### src/rtl/stride_addr_gen.sv
module stride_addr_gen #(
  parameter int ADDR_W     = 32,
  parameter int SKIP_W     = 32,
  parameter int BEAT_BYTES = 4
) (
  input  logic                     clk,
  input  logic                     rst_n,
  input  logic                     start,
  input  logic [ADDR_W-1:0]        src_base,
  input  logic [ADDR_W-1:0]        dst_base,
  input  logic [ADDR_W-1:0]        xfer_size,
  input  logic [ADDR_W-1:0]        chunk_len,
  input  logic signed [SKIP_W-1:0] src_skip,
  input  logic signed [SKIP_W-1:0] dst_skip,
  input  logic                     src_inc_en,
  input  logic                     dst_inc_en,
  output logic                     busy,
  output logic                     beat_valid,
  input  logic                     beat_ready,
  output logic [ADDR_W-1:0]        beat_src,
  output logic [ADDR_W-1:0]        beat_dst,
  output logic                     beat_last,
  output logic                     done
);
  localparam logic [ADDR_W-1:0] BEAT = ADDR_W'(BEAT_BYTES);

  typedef enum logic [1:0] {S_IDLE, S_RUN, S_FIN} st_t;

  st_t                     st_q;
  logic [ADDR_W-1:0]       src_q, dst_q, left_q, cnt_q, chunk_q;
  logic signed [SKIP_W-1:0] sskip_q, dskip_q;
  logic                    sinc_q, dinc_q;

  logic                    fire, final_beat, chunk_end;
  logic [ADDR_W-1:0]       src_step, dst_step;

  assign fire       = (st_q == S_RUN) && beat_ready;
  assign final_beat = (left_q == BEAT);
  assign chunk_end  = (chunk_q != '0) && (cnt_q + BEAT == chunk_q);

  assign src_step = !sinc_q ? '0 : chunk_end ? BEAT + ADDR_W'(sskip_q) : BEAT;
  assign dst_step = !dinc_q ? '0 : chunk_end ? BEAT + ADDR_W'(dskip_q) : BEAT;

  always_ff @(posedge clk or negedge rst_n) begin
    if (!rst_n) begin
      st_q    <= S_IDLE;
      src_q   <= '0;
      dst_q   <= '0;
      left_q  <= '0;
      cnt_q   <= '0;
      chunk_q <= '0;
      sskip_q <= '0;
      dskip_q <= '0;
      sinc_q  <= 1'b0;
      dinc_q  <= 1'b0;
    end else begin
      case (st_q)
        S_IDLE: if (start) begin
          src_q   <= src_base;
          dst_q   <= dst_base;
          left_q  <= xfer_size;
          cnt_q   <= '0;
          chunk_q <= chunk_len;
          sskip_q <= src_skip;
          dskip_q <= dst_skip;
          sinc_q  <= src_inc_en;
          dinc_q  <= dst_inc_en;
          st_q    <= (xfer_size == '0) ? S_FIN : S_RUN;
        end
        S_RUN: if (fire) begin
          if (final_beat) begin
            st_q <= S_FIN;
          end else begin
            src_q  <= src_q + src_step;
            dst_q  <= dst_q + dst_step;
            left_q <= left_q - BEAT;
            cnt_q  <= chunk_end ? '0 : cnt_q + BEAT;
          end
        end
        default: st_q <= S_IDLE;
      endcase
    end
  end

  assign busy       = (st_q != S_IDLE);
  assign beat_valid = (st_q == S_RUN);
  assign beat_src   = src_q;
  assign beat_dst   = dst_q;
  assign beat_last  = (st_q == S_RUN) && final_beat;
  assign done       = (st_q == S_FIN);
endmodule

### config.mk
export PLATFORM = sky130hd
export DESIGN_NAME = stride_addr_gen
export DESIGN_NICKNAME = d
export VERILOG_FILES = /design/src/rtl/stride_addr_gen.sv
export SDC_FILE = /design/constraint.sdc
export NUM_CORES = 1
export LEC_CHECK = 0
export ABC_AREA = 1
export BUFFER_PORTS_ARGS = -buffer_cell sky130_fd_sc_hd__buf_2
export CAP_MARGIN = 15
export CORE_MARGIN = 10
export CORE_UTILIZATION = 40
export DETAILED_ROUTE_END_ITERATION = 10
export PLACE_DENSITY = 0.61
export SLEW_MARGIN = 20
export SYNTH_ARGS = -nofsm -noshare
export SYNTH_HDL_FRONTEND = slang
export SYNTH_SLANG_ARGS = --single-unit
export TNS_END_PERCENT = 10
### constraint.sdc
create_clock -name clk -period 5.5 [get_ports clk]
set_input_delay 0.275 -clock clk [delete_from_list [all_inputs] [get_ports clk]]
set_output_delay 0.275 -clock clk [all_outputs]
set_load 0.005 [all_outputs]
# Word level (Yosys, flattened, before mapping)
# Cells that the tools add are included.
dict set report op_classes {
  eq_ne 8
  reduce_logical 11
  n_mux 26
  n_addsub 6
}
# cell n
set ops {}
lappend ops {{32-bit two-way mux} 17}
lappend ops {{32-bit case mux with 2 select lines} 4}
lappend ops {{3-bit by 32-bit adder with 32-bit output, first input constant} 2}
lappend ops {{32-bit adder} 2}
lappend ops {{32-bit by 3-bit adder with 32-bit output, second input constant} 1}
lappend ops {{32-bit by 3-bit == test with 1-bit output, second input constant} 1}
lappend ops {{32-bit == test} 1}
lappend ops {{32-bit logical NOT} 1}
lappend ops {{32-bit nonzero test} 1}
lappend ops {{32-bit by 3-bit subtractor with 32-bit output, second input constant} 1}
lappend ops {{2-bit two-way mux} 4}
lappend ops {{2-bit by 1-bit != test with 1-bit output, second input constant} 2}
lappend ops {{2-bit != test, second input constant} 2}
lappend ops {{2-bit case mux with 2 select lines} 1}
lappend ops {{4-bit AND reduction} 1}
lappend ops {{2-bit nonzero test} 2}
lappend ops {{1-bit logical AND} 3}
lappend ops {{3-bit AND reduction} 1}
lappend ops {{2-bit by 1-bit == test with 1-bit output, second input constant} 1}
lappend ops {{2-bit == test, second input constant} 1}
lappend ops {{2-bit logical NOT} 1}
lappend ops {{2-bit AND reduction} 1}
dict set report totals {
  out_inout_bits 68
  word_cells 61
  inputBits 198
  ff_bits 228
}

# Depth between registers and ports, before layout
dict set report depth {
  word_depth 9
  ltp_mapped 32
  ltp_nobuf 32
}

# Worst setup path before layout
# OpenSTA, ideal clock, no wires.
dict set report synth_path {
  path_kind {reg2reg}
  startpoint {register cnt_q[2]}
  endpoint {register dst_q[24] (netlist: beat_dst[24])}
  required_ns 5.377
  slack_ns 1.330
  stages_incl_launch_ff 30
  setup_ns 0.123
  n_path_buf 1
  t_arrival_ns 4.047
  synth_period_minus_slack_ns 4.170
  cell_sequence {dfrtp_1 > ha_1 > nand2_2 > nor2_4 > nand2_1 > nand2_1 > nand2_1 > nand2_1 > nand4_1 > nor3b_2 > nand4_1 > nor3_2 > nand4_2 > buf_6 > nor2_2 > ha_1 > fa_1 > nand2_1 > o21ai_0 > a21oi_1 > o21ai_0 > nand2_1 > nand2_1 > nand2_1 > nand2_1 > nand2_1 > o21ai_0 > xor2_1 > o21ai_0 > nand2_1}
}
dict set report synth_between {
  elab_chain_len 9
}
# item line
set synth_lines {}
lappend synth_lines {{start, declared} 30} ;# logic [ADDR_W-1:0] src_q, dst_q, left_q, cnt_q, chunk_q;
lappend synth_lines {{start signal, assigned} 77} ;# cnt_q <= chunk_end ? '0 : cnt_q + BEAT;
lappend synth_lines {{32-bit by 3-bit adder with 32-bit output} 39} ;# assign chunk_end = (chunk_q != '0) && (cnt_q + BEAT == chunk_q);
lappend synth_lines {{32-bit == test} 39}
lappend synth_lines {{1-bit logical AND} 39}
lappend synth_lines {{32-bit two-way mux (2 in series)} 42} ;# assign dst_step = !dinc_q ? '0 : chunk_end ? BEAT + ADDR_W'(dskip_q) : BEAT;
lappend synth_lines {{32-bit adder} 75} ;# dst_q <= dst_q + dst_step;
lappend synth_lines {{32-bit two-way mux} 71} ;# if (final_beat) begin
lappend synth_lines {{32-bit two-way mux} 70} ;# S_RUN: if (fire) begin
lappend synth_lines {{32-bit case mux with 2 select lines} 57} ;# case (st_q)
lappend synth_lines {{end signal, assigned} 60} ;# dst_q <= dst_base;
lappend synth_lines {{end signal, assigned} 75}
lappend synth_lines {{end, declared} 30}
# No other way between the ends. The select of a mux whose other input is x is not followed.
# A chain may end at the register's enable or synchronous reset.

# Worst setup path in the final report
dict set report layout_path {
  startpoint {register cnt_q[2]}
  endpoint {register dst_q[25] (netlist: beat_dst[25])}
}
# The elaborated chain is that of the path after synthesis.

==> load_flow_metrics.sql <==
INSERT INTO impl_metrics (metric_group, metric, value, unit) VALUES
('cts', 'cts_buf_count', '29', ''),
('worst_setup_path', 'critical_path_capture_point', 'beat_dst[25]$_DFFE_PN0P_', ''),
('timing', 'fin_hold_ws', '0.0206', 'ns'),
('placed_design', 'dp_cells', '3025', ''),
('grt', 'grt_first_pass_wirelength', '95800', 'um'),
('timing', 'layout_worst_path_cycle_share', '0.934', ''),
('pwr', 'p_leak', '10.0', 'nW'),
('pwr', 'report.power.total', '10.5', 'mW'),
('worst_setup_path', 'worst_setup_path_end_kind', 'flop', ''),
('flow_run', 'cap_violations', '0', ''),
('synth', 'postSynthRegisterBits', '226', ''),
('detailed_routing', 'route.detailed.wl_per_inst', '18.7', 'um'),
('synth', 'synth_area_leaders', 'sky130_fd_sc_hd__dfrtp_1 34%, sky130_fd_sc_hd__nand2_1 11%, sky130_fd_sc_hd__nor2_1 6.5%', ''),
('synth', 'synth_top_area_frac', '0.341', ''),
('finish', 'finalInstanceArea', '0.0212', 'sq mm'),
('synth', 'yosys.cell_types.count', '56', ''),
('synth', 'netlist.top_cell.by_area', 'sky130_fd_sc_hd__dfrtp_1', ''),
('synth', 'number_of_enable_flip_flop_cells_after_synthesis', '0', ''),
('grt', 'maximum_number_of_pins_on_one_net_before_global_route_repair', '112', ''),
('worst_setup_path', 'critPathLaunch', 'cnt_q[2]$_DFFE_PN0P_', ''),
('worst_setup_path', 'cp.arrival', '5.59', 'ns'),
('timing', 'grt_setup_unrepaired', 'true', ''),
('grt', 'antenna_found_initial', '4', ''),
('die', 'fp.dieArea', '0.0500', 'sq mm'),
('worst_setup_path', 'critPathBufInv', '1', ''),
('placed_design', 'buffer_ports.inserted', '265', ''),
('cts', 'ctsLongestPathBuffers', '3', ''),
('finish', 'area.growth.synth_to_final', '27.7', '%'),
('timing', 'max-slew-margin-rel', '0.315', ''),
('detailed_routing', 'detailedRoute.firstPassIterationCount', '6', ''),
('worst_setup_path', 'crit_required', '5.95', 'ns'),
('timing', 'fin_tns_setup', '0', 'ns'),
('timing', 'report.final.slew_viol_count', '0', ''),
('finish', 'finish.utilization', '0.518', ''),
('synth', 'synth.yosys.seq_area_share', '0.341', ''),
('cts', 'htree_levels', '1', ''),
('worst_setup_path', 'timing.rr.start', 'cnt_q[2]$_DFFE_PN0P_', ''),
('synth', 'netlist_area', '0.0166', 'sq mm'),
('grt', 'grt_pass1_vias', '17400', ''),
('timing', 'final_period_minus_worst_setup_slack', '5.14', 'ns'),
('synth', 'synth-main-ff-cell', 'sky130_fd_sc_hd__dfrtp_1', ''),
('finish', 'fin_cells', '3245', ''),
('worst_setup_path', 'critical_r2r_capture', 'beat_dst[25]$_DFFE_PN0P_', ''),
('placed_design', 'preCtsSetupSlack', '0.227', 'ns'),
('detailed_routing', 'total_via_count_in_the_routed_design', '17200', ''),
('grt', 'globalRouteOverflowTotal', '0', ''),
('worst_setup_path', 'critical-path-top-delay-family', 'simple AND/OR/NAND/NOR gates', ''),
('timing', 'timing.final.hold_violations', '0', ''),
('die', 'ioPinCount', '266', ''),
('pwr', 'power.density_cell_area', '495', 'mW/mm^2'),
('placed_design', 'placed_area', '0.0184', 'sq mm'),
('worst_setup_path', 'path_cells', 'ha_1, nand2_2, nor2_4, nand2_1, nand2_1, nand2_1, nand2_1, nand4_1, nor3b_2, nand4_1, nor3_2, nand4_2, buf_4, nor2_2, ha_1, nand2_1, nor4_1, nand3_1, nand3_1, a21oi_1, nand2_1, nand2_1, o21ai_0, o21ai_0', ''),
('synth', 'syn-instance-count', '2281', ''),
('die', 'initial_core_util', '0.406', ''),
('cts', 'post_cts_buffers', '0', ''),
('worst_setup_path', 'crit_slowest_cell', 'sky130_fd_sc_hd__nor4_1', ''),
('worst_setup_path', 'start_kind', 'flop', ''),
('synth', 'ys.warnings.count', '0', ''),
('die', 'die_height', '224', 'um'),
('worst_hold_path', 'timing.hold.worst.class', 'input pin to flop', ''),
('worst_setup_path', 'rr_worst_depth', '24', ''),
('cts', 'clk_pin_slew_worst_paths', '0.06', 'ns'),
('synth', 'mappedNetlistNets', '2548', ''),
('cts', 'insertion_delay', '0.59', 'ns'),
('synth', 'synthArstFlopShare', '1.00', ''),
('status', 'status', 'completed', ''),
('die', 'dieWidth', '224', 'um'),
('finish', 'finish.net_count', '2956', ''),
('finish', 'drive_above_1_share', '0.187', ''),
('detailed_routing', 'drt_wl_total', '60600', 'um'),
('worst_setup_path', 'critical_path_peak_fanout', '28', '');
## worst register-to-register path, stage by stage, from the launching register on
cell and delay (ns):
sky130_fd_sc_hd__dfrtp_1 0.45, sky130_fd_sc_hd__ha_1 0.35, sky130_fd_sc_hd__nand2_2 0.15, sky130_fd_sc_hd__nor2_4 0.24, sky130_fd_sc_hd__nand2_1 0.15, sky130_fd_sc_hd__nand2_1 0.10, sky130_fd_sc_hd__nand2_1 0.07, sky130_fd_sc_hd__nand2_1 0.08
sky130_fd_sc_hd__nand4_1 0.13, sky130_fd_sc_hd__nor3b_2 0.21, sky130_fd_sc_hd__nand4_1 0.16, sky130_fd_sc_hd__nor3_2 0.29, sky130_fd_sc_hd__nand4_2 0.21, sky130_fd_sc_hd__buf_4 0.32, sky130_fd_sc_hd__nor2_2 0.16, sky130_fd_sc_hd__ha_1 0.26
sky130_fd_sc_hd__nand2_1 0.13, sky130_fd_sc_hd__nor4_1 0.59, sky130_fd_sc_hd__nand3_1 0.15, sky130_fd_sc_hd__nand3_1 0.20, sky130_fd_sc_hd__a21oi_1 0.12, sky130_fd_sc_hd__nand2_1 0.08, sky130_fd_sc_hd__nand2_1 0.04, sky130_fd_sc_hd__o21ai_0 0.26
sky130_fd_sc_hd__o21ai_0 0.13
## where the power goes
part | internal (mW) | switching (mW) | leakage [nW]
Combinational | 1.85 | 3.24 | 6.78
Sequential | 2.43 | 0.748 | 2.68
Clock | 1.42 | 0.810 | 0.534
## cell usage after synthesis (all sizes together) (32+ instances only)
cell and number:
ha 67, a21oi 161, o21ai 138, mux2 49
nor3 39, xor2 70, o22ai 32, dfrtp 226
nand3 131, clkbuf 40, nand4 40, inv 226
nor2 362, nand2 497
## routing by layer
metal,wire (um),share of wire,global-route usage
met1,26500,0.44,0.297
met2,28900,0.48,0.397
met3,3200,0.053,0.0425
met4,1940,0.032,0.0726
met5,58,0.00096,0
## state kept, by name, summed over array words and instances, names as in the netlist
register	flops
beat_dst	32
beat_src	32
chunk_q	32
cnt_q	30
dinc_q	1
dskip_q	32
left_q	32
sinc_q	1
sskip_q	32
st_q	2
## layout by cell type, fill, tap and decap left out, types with 21 or more instances in the layout
cell type                       netlist  final
sky130_fd_sc_hd__mux2_2              49     49
sky130_fd_sc_hd__nand4_1             37     37
sky130_fd_sc_hd__a21oi_1            161    160
sky130_fd_sc_hd__clkbuf_16            0     29
sky130_fd_sc_hd__inv_1              223    223
sky130_fd_sc_hd__xor2_1              69     69
sky130_fd_sc_hd__nor2_1             286    285
sky130_fd_sc_hd__o21ai_0            131    127
sky130_fd_sc_hd__nor4_1              21     21
sky130_fd_sc_hd__nand3_1            128    128
sky130_fd_sc_hd__o211ai_1            27     27
sky130_fd_sc_hd__buf_2               13    264
sky130_fd_sc_hd__nand2_1            491    489
sky130_fd_sc_hd__o22ai_1             22     22
sky130_fd_sc_hd__xnor2_1             27     27
sky130_fd_sc_hd__nor3_1              36     36
sky130_fd_sc_hd__ha_1                67     67
sky130_fd_sc_hd__nor2_2              70     70
sky130_fd_sc_hd__dfrtp_1            226    225
sky130_fd_sc_hd__dlygate4sd3_1        0    165
## worst min path at each step
stage,to,startpoint,cells after the start,slack [ns]
after floorplan,beat_dst[0]$_DFFE_PN0P_,rst_n,0,-0.02
after global placement,sskip_q[28]$_DFFE_PN0P_,rst_n,1,0.41
after detailed placement,sskip_q[28]$_DFFE_PN0P_,rst_n,1,0.40
after CTS,left_q[3]$_DFFE_PN0P_,xfer_size[3],3,0.001
after global routing,left_q[3]$_DFFE_PN0P_,xfer_size[3],3,0.01
final,left_q[3]$_DFFE_PN0P_,xfer_size[3],3,0.02
## cell type report
cell class | instances | area (sq um)
clock buffers | 37 | 776
flip-flops and latches | 226 | 5660
diodes | 1 | 2.50
fillers | 3981 | 19700
well taps | 532 | 666
multi-input cells | 1760 | 9790
clock inverters | 17 | 320
repair buffers | 446 | 3130
inverters | 226 | 850
## logic make-up (layout without fill, tap and decap cells)
family                   Yosys count  count (layout)  synth area share
AND/OR/NAND/NOR                 1117            1117             0.297
AO/OA/AOI/OAI                    425             425             0.149
buffers and inverters            295             726            0.0718
flip-flops                       226             226             0.341
XOR/XNOR                          99              99            0.0543
adder cells (fa/ha/maj)           69              69            0.0529
multiplexers                      50              50            0.0338
other                              0               1                 0
## timing repair
action | CTS | global route
gates resized for setup | 0 | 8
hold endpoints to repair | 270 | 0
hold buffers | 165 | 0
setup endpoints to repair | 0 | 18
No activity file was read; power rests on OpenSTA's default activity.
